File: src/rtl/vld_pkg.sv
// Package: shared types and widths for the instruction field decoder.
// Assumes a two-byte window: the leading opcode byte and the byte after it.
package vld_pkg;
    localparam int BYTE_W  = 8;
    localparam int WIN_N   = 2;
    localparam int WIN_W   = BYTE_W * WIN_N;
    localparam int MAX_LEN = 6;
    localparam int LEN_W   = $clog2(MAX_LEN + 1);
    localparam int REG_W   = 3;
    localparam int MOD_W   = 2;

    typedef enum logic [2:0] {
        CLS_NONE    = 3'd0,
        CLS_MOV_RM  = 3'd1,
        CLS_ADD_RM  = 3'd2,
        CLS_INC_RM  = 3'd3,
        CLS_INC_REG = 3'd4,
        CLS_MOV_IMM = 3'd5
    } vld_class_e;

    typedef struct packed {
        vld_class_e        cls;
        logic              wide;
        logic              dir;
        logic [REG_W-1:0]  reg_n;
        logic [REG_W-1:0]  rm;
        logic [MOD_W-1:0]  mod;
        logic [LEN_W-1:0]  len;
        logic              illegal;
    } vld_fields_t;
endpackage

File: src/rtl/vld_opcode_match.sv
// Module: classifies the leading byte (and, for the general increment, the
// sub-code in the second byte) into one of the supported formats.
// Assumes both bytes are present; purely combinational.
module vld_opcode_match
    import vld_pkg::*;
(
    input  logic [BYTE_W-1:0] op_byte,
    input  logic [BYTE_W-1:0] ext_byte,
    output vld_class_e        cls
);
    // Purpose: pattern-match the opcode byte against each format.
    always_comb begin
        cls = CLS_NONE;
        if (op_byte[7:2] == 6'b100010)
            cls = CLS_MOV_RM;
        else if (op_byte[7:2] == 6'b000000)
            cls = CLS_ADD_RM;
        else if (op_byte[7:1] == 7'b1111111 && ext_byte[5:3] == 3'b000)
            cls = CLS_INC_RM;
        else if (op_byte[7:3] == 5'b01000)
            cls = CLS_INC_REG;
        else if (op_byte[7:4] == 4'b1011)
            cls = CLS_MOV_IMM;
    end
endmodule

File: src/rtl/vld_field_extract.sv
// Module: pulls width, direction and register fields out of the window
// according to the matched format. Illegal windows yield all-zero fields.
// Assumes cls was produced from the same window; purely combinational.
module vld_field_extract
    import vld_pkg::*;
(
    input  vld_class_e        cls,
    input  logic [BYTE_W-1:0] op_byte,
    input  logic [BYTE_W-1:0] ext_byte,
    output logic              wide,
    output logic              dir,
    output logic [REG_W-1:0]  reg_n,
    output logic [REG_W-1:0]  rm,
    output logic [MOD_W-1:0]  mod
);
    // Purpose: route fields from byte 0 or the mode byte per format.
    always_comb begin
        wide  = 1'b0;
        dir   = 1'b0;
        reg_n = '0;
        rm    = '0;
        mod   = '0;
        unique case (cls)
            CLS_MOV_RM, CLS_ADD_RM: begin
                wide  = op_byte[0];
                dir   = op_byte[1];
                mod   = ext_byte[7:6];
                reg_n = ext_byte[5:3];
                rm    = ext_byte[2:0];
            end
            CLS_INC_RM: begin
                wide  = op_byte[0];
                mod   = ext_byte[7:6];
                reg_n = ext_byte[5:3];
                rm    = ext_byte[2:0];
            end
            CLS_INC_REG: begin
                wide  = 1'b1;
                dir   = 1'b1;
                reg_n = op_byte[2:0];
                mod   = 2'b11;
            end
            CLS_MOV_IMM: begin
                wide  = op_byte[3];
                dir   = 1'b1;
                reg_n = op_byte[2:0];
                mod   = 2'b11;
            end
            default: ;
        endcase
    end
endmodule

File: src/rtl/vld_length_calc.sv
// Module: computes total instruction length from the format, width bit
// and addressing-mode fields. Assumes fields came from vld_field_extract.
module vld_length_calc
    import vld_pkg::*;
(
    input  vld_class_e       cls,
    input  logic             wide,
    input  logic [MOD_W-1:0] mod,
    input  logic [REG_W-1:0] rm,
    output logic [LEN_W-1:0] len
);
    logic [LEN_W-1:0] disp_n;

    // Purpose: displacement bytes implied by the mode byte.
    always_comb begin
        unique case (mod)
            2'b00:   disp_n = (rm == 3'b110) ? LEN_W'(2) : LEN_W'(0);
            2'b01:   disp_n = LEN_W'(1);
            2'b10:   disp_n = LEN_W'(2);
            default: disp_n = LEN_W'(0);
        endcase
    end

    // Purpose: sum opcode, mode byte, displacement and immediate bytes.
    always_comb begin
        unique case (cls)
            CLS_MOV_RM, CLS_ADD_RM, CLS_INC_RM: len = LEN_W'(2) + disp_n;
            CLS_MOV_IMM: len = wide ? LEN_W'(3) : LEN_W'(2);
            default:     len = LEN_W'(1);
        endcase
    end
endmodule

File: src/rtl/vld_decoder.sv
// Module: top of the instruction field decoder. Combines format match,
// field extraction and length computation, then registers the result.
// Assumes win_bytes is meaningful only while win_valid is high.
// Outputs hold while no window is presented.
module vld_decoder
    import vld_pkg::*;
(
    input  logic             clk,
    input  logic             rst_n,
    input  logic             win_valid,
    input  logic [15:0]      win_bytes,
    output logic             dec_valid,
    output logic [2:0]       dec_class,
    output logic             dec_wide,
    output logic             dec_dir,
    output logic [2:0]       dec_reg,
    output logic [2:0]       dec_rm,
    output logic [1:0]       dec_mod,
    output logic [2:0]       dec_len,
    output logic             dec_illegal
);
    logic [WIN_N-1:0][BYTE_W-1:0] win_split;
    vld_class_e  cls_c;
    vld_fields_t nxt, cur;
    logic        valid_q;

    assign win_split = win_bytes;

    vld_opcode_match u_match (
        .op_byte (win_split[0]),
        .ext_byte(win_split[1]),
        .cls     (cls_c)
    );

    vld_field_extract u_fields (
        .cls     (cls_c),
        .op_byte (win_split[0]),
        .ext_byte(win_split[1]),
        .wide    (nxt.wide),
        .dir     (nxt.dir),
        .reg_n   (nxt.reg_n),
        .rm      (nxt.rm),
        .mod     (nxt.mod)
    );

    vld_length_calc u_len (
        .cls (cls_c),
        .wide(nxt.wide),
        .mod (nxt.mod),
        .rm  (nxt.rm),
        .len (nxt.len)
    );

    assign nxt.cls     = cls_c;
    assign nxt.illegal = (cls_c == CLS_NONE);

    // Purpose: output register, loaded only when a window is presented.
    always_ff @(posedge clk) begin
        if (!rst_n) begin
            cur     <= '0;
            valid_q <= 1'b0;
        end else begin
            valid_q <= win_valid;
            if (win_valid) cur <= nxt;
        end
    end

    assign dec_valid   = valid_q;
    assign dec_class   = cur.cls;
    assign dec_wide    = cur.wide;
    assign dec_dir     = cur.dir;
    assign dec_reg     = cur.reg_n;
    assign dec_rm      = cur.rm;
    assign dec_mod     = cur.mod;
    assign dec_len     = cur.len;
    assign dec_illegal = cur.illegal;

    // output valid tracks the input strobe one cycle later.
    a_r2_valid_follows: assert property (@(posedge clk) disable iff (!rst_n)
        win_valid |=> dec_valid);
    a_r2_idle_no_valid: assert property (@(posedge clk) disable iff (!rst_n)
        !win_valid |=> !dec_valid);
    // the length holds while idle.
    a_r2_hold_len: assert property (@(posedge clk) disable iff (!rst_n)
        !win_valid |=> $stable(dec_len));
    // an illegal decode reports class 0 and a single byte.
    a_r9_illegal_len: assert property (@(posedge clk) disable iff (!rst_n)
        dec_valid && dec_illegal |-> (dec_len == 3'd1 && dec_class == 3'd0));
    // the short increment is one byte long.
    a_r8_short_len: assert property (@(posedge clk) disable iff (!rst_n)
        dec_valid && dec_class == 3'd4 |-> dec_len == 3'd1);
    // register-to-register forms carry no displacement.
    a_r6_regmode_len: assert property (@(posedge clk) disable iff (!rst_n)
        dec_valid && (dec_class == 3'd1 || dec_class == 3'd2 || dec_class == 3'd3)
        && dec_mod == 2'b11 |-> dec_len == 3'd2);
    // direct addressing always takes a 16-bit displacement.
    a_r7_direct_len: assert property (@(posedge clk) disable iff (!rst_n)
        dec_valid && (dec_class == 3'd1 || dec_class == 3'd2 || dec_class == 3'd3)
        && dec_mod == 2'b00 && dec_rm == 3'b110 |-> dec_len == 3'd4);
endmodule

File: config.mk
export PLATFORM = sky130hd
export DESIGN_NAME = vld_decoder
export DESIGN_NICKNAME = d
export VERILOG_FILES = /design/src/rtl/vld_pkg.sv /design/src/rtl/vld_opcode_match.sv /design/src/rtl/vld_field_extract.sv /design/src/rtl/vld_length_calc.sv /design/src/rtl/vld_decoder.sv
export SDC_FILE = /design/constraint.sdc
export NUM_CORES = 1
export LEC_CHECK = 0
export BUFFER_PORTS_ARGS = -buffer_cell sky130_fd_sc_hd__clkbuf_2
export CAP_MARGIN = 5
export CORE_MARGIN = 10
export CORE_UTILIZATION = 25
export DETAILED_ROUTE_END_ITERATION = 12
export SYNTH_ARGS = -nofsm -noshare
export SYNTH_HDL_FRONTEND = slang
export SYNTH_SLANG_ARGS = --single-unit
export TNS_END_PERCENT = 50
File: constraint.sdc
create_clock -name clk -period 3.3 [get_ports clk]
set_input_delay 0.165 -clock clk [delete_from_list [all_inputs] [get_ports clk]]
set_output_delay 0.165 -clock clk [all_outputs]
set_load 0.03 [all_outputs]
==> reports/metrics.csv <==
metric,value,unit
clock_skew,0,ns
period_minus_slack,1.43,ns
grt_max_degree,18,
end_kind,flip-flop,
grt_overflow,0,
powerDensity,406,mW/mm^2
numClockSinks,18,
ys_types,36,
area_delta_synth_final,31.6,%
viasPerCell,5.08,
synth_seq_area_share,42.7,%
clk_pin_slew,0.10,ns
fill_cells,363,
grt_pass1_vias,907,
r2r_cells,3,
maxSlewViolCount,0,
io_buffers,36,
grt_setup_unrepaired,false,
ios,37,
min_path_type,input port to flip-flop,
cp.arrival,1.64,ns
post_drt_wl_per_cell,15.2,um
synth_warnings,0,
synth_edf_count,0,
cp_top_family,simple AND/OR/NAND/NOR gates,
die_h,78.1,um
min_path_cells,2,
grt_pass1_wl,4.27,mm
p_leak,0.490,nW
numCtsBuffers,3,
netlist_area,843,um^2
cp_slowest_cell,nor3b_2,
path_cells,clkbuf_2 > nor4_1 > nor3b_2 > nor3_1 > o31ai_1,
grt.total_usage,8.56,%
post_cts_buffers,0,
n_antenna_cell,0,
coreArea,0.00331,mm^2
globalplace.congestion,0.840,
fmax,0.701,GHz
final_layout_size_suffix_gt1_share,37.5,%
drt_wl_total,2.64,mm
cts_tree,yes,
reg2reg_to,dec_dir,
relSlewSlack,65.8,%
slowest_delay,0.49,ns
clk_latency,0.30,ns
avgSynthCellArea,9.37,um^2
die_area,0.00610,mm^2
rows,21,
critPathMaxFanout,7,
clock_path_buffers,2,
antenna_left,0,
cp-start-kind,input port,
post_cts_resized,0,
tightest_slew,0.511,ns
cts_hold_buf,0,
ys_ff_latch,18,
layoutNonFillerInstCount,174,
cts_root_buf,clkbuf_4,
worstSetupPathType,input port to flip-flop,
htree_num_levels,1,
outcome,completed,
synth_top_flop_cell,dfxtp_1,
ff2ff_setup_slack,2.19,ns
dp_hpwl,2.13,mm
synthCells,90,
num_vias,884,
hold_viol,0,
cap_viol_max_count,0,
initial_core_util,25.5,%
min_from,win_bytes[9],
drt-pass1-iter-count,4,
antenna_found_initial,0,
syn_nets,109,
drt_iter0_drc,40,
vdd_drop_max,141,uV
num-nets-final,148,
setup_violations,0,
cp.required,3.52,ns
drc,0,
crit_buf_inv,1,
async_flop_share,0,%
fin_tns_setup,0,ns
dp.cells,170,
die_w,78.1,um
fin_crit_sh,43.2,%
holdPathEnd,dec_rm[1],
r2r-start,dec_dir,
logic make-up after synthesis:
family / count (synthesis) / synth area share, %
DFF: 18 / 42.7
AOI/OAI and AO/OA: 34 / 29.5
buffers and inverters: 4 / 1.78
and+or+nand+nor: 34 / 26.0
synth_stat cells (2+ instances only):
| master | number | area share, % |
|---|---|---|
| dfxtp_1 | 18 | 43 |
| a31oi_1 | 2 | 1.5 |
| nand3b_1 | 2 | 1.8 |
| nand2_1 | 8 | 3.6 |
| o21ai_0 | 8 | 4.7 |
| a22o_1 | 3 | 3.1 |
| a21oi_1 | 5 | 3.0 |
| nor2_1 | 8 | 3.6 |
| clkbuf_1 | 2 | 0.89 |
| inv_1 | 2 | 0.89 |
| a221o_1 | 3 | 3.6 |
| and3b_1 | 2 | 2.1 |
| o31ai_1 | 4 | 3.6 |
how the worst max path moves through the flow:
stage | startpoint | to | slack (ns) | cells past startpoint
after floorplan | win_bytes[11] | dec_reg[0] | 1.88 | 4
after global placement | win_bytes[2] | dec_reg[2] | 1.68 | 5
after detailed placement | win_bytes[4] | dec_len[2] | 1.63 | 5
after CTS | win_bytes[4] | dec_len[1] | 1.92 | 5
after global routing | win_bytes[4] | dec_len[1] | 1.78 | 5
final | win_bytes[4] | dec_len[1] | 1.87 | 5
per-stage QoR:
step	hold WS, ns	worst slack [ns]	utilization, %	total power [mW]	area [um^2]
floorplan	0.291	1.88	-	0.283	843
global placement	0.392	1.68	32.4	0.316	1070
detailed placement	0.402	1.63	32.4	0.317	1070
CTS	0.0906	1.92	33.5	0.454	1110
global route	0.0856	1.78	33.5	0.474	1110
finish	0.0942	1.87	33.5	0.451	1110
layout by cell type, fill, tap and decap left out, drive strengths merged:
master  Yosys  layout
a211oi      1       1
a21o        1       1
a21oi       6       6
a221o       3       3
a22o        3       3
a22oi       1       1
a31oi       2       2
and2        1       1
and3b       2       2
and4b       1       1
clkbuf      2      40
dfxtp      18      18
inv         2       2
nand2       8       8
nand2b      1       1
nand3b      2       2
nand4       1       1
nor2        8       8
nor3        2       2
nor3b       2       2
nor4        1       1
o21ai       8       8
o21bai      1       1
o22ai       1       1
o311a       1       1
o311ai      1       1
o31ai       4       4
o32a        1       1
or3         1       1
or3b        1       1
or4b        3       3
report_power, final:
part | internal [mW] | switching [mW] | total (mW)
registers | 0.226 | 0.00440 | 0.231
clock network | 0.0674 | 0.0710 | 0.138
logic | 0.0279 | 0.0534 | 0.0813
cell type report:
type	count	area (um^2)	share of cell area (%)
multi-input cells	68	468	42.2
flip-flops and latches	18	360	32.5
repair buffers	36	180	16.2
well taps	46	57.6	5.19
clock buffers	4	36.3	3.27
inverters	2	7.51	0.676
metal layers:
layer	GRT usage, %	vias up	routed length [um]
li1	-	430	-
met1	9.64	420	1130
met2	13.4	27	1230
met3	3.87	7	227
met4	4.30	0	57
met5	0	-	0
No activity file was read; power rests on OpenSTA's default activity.
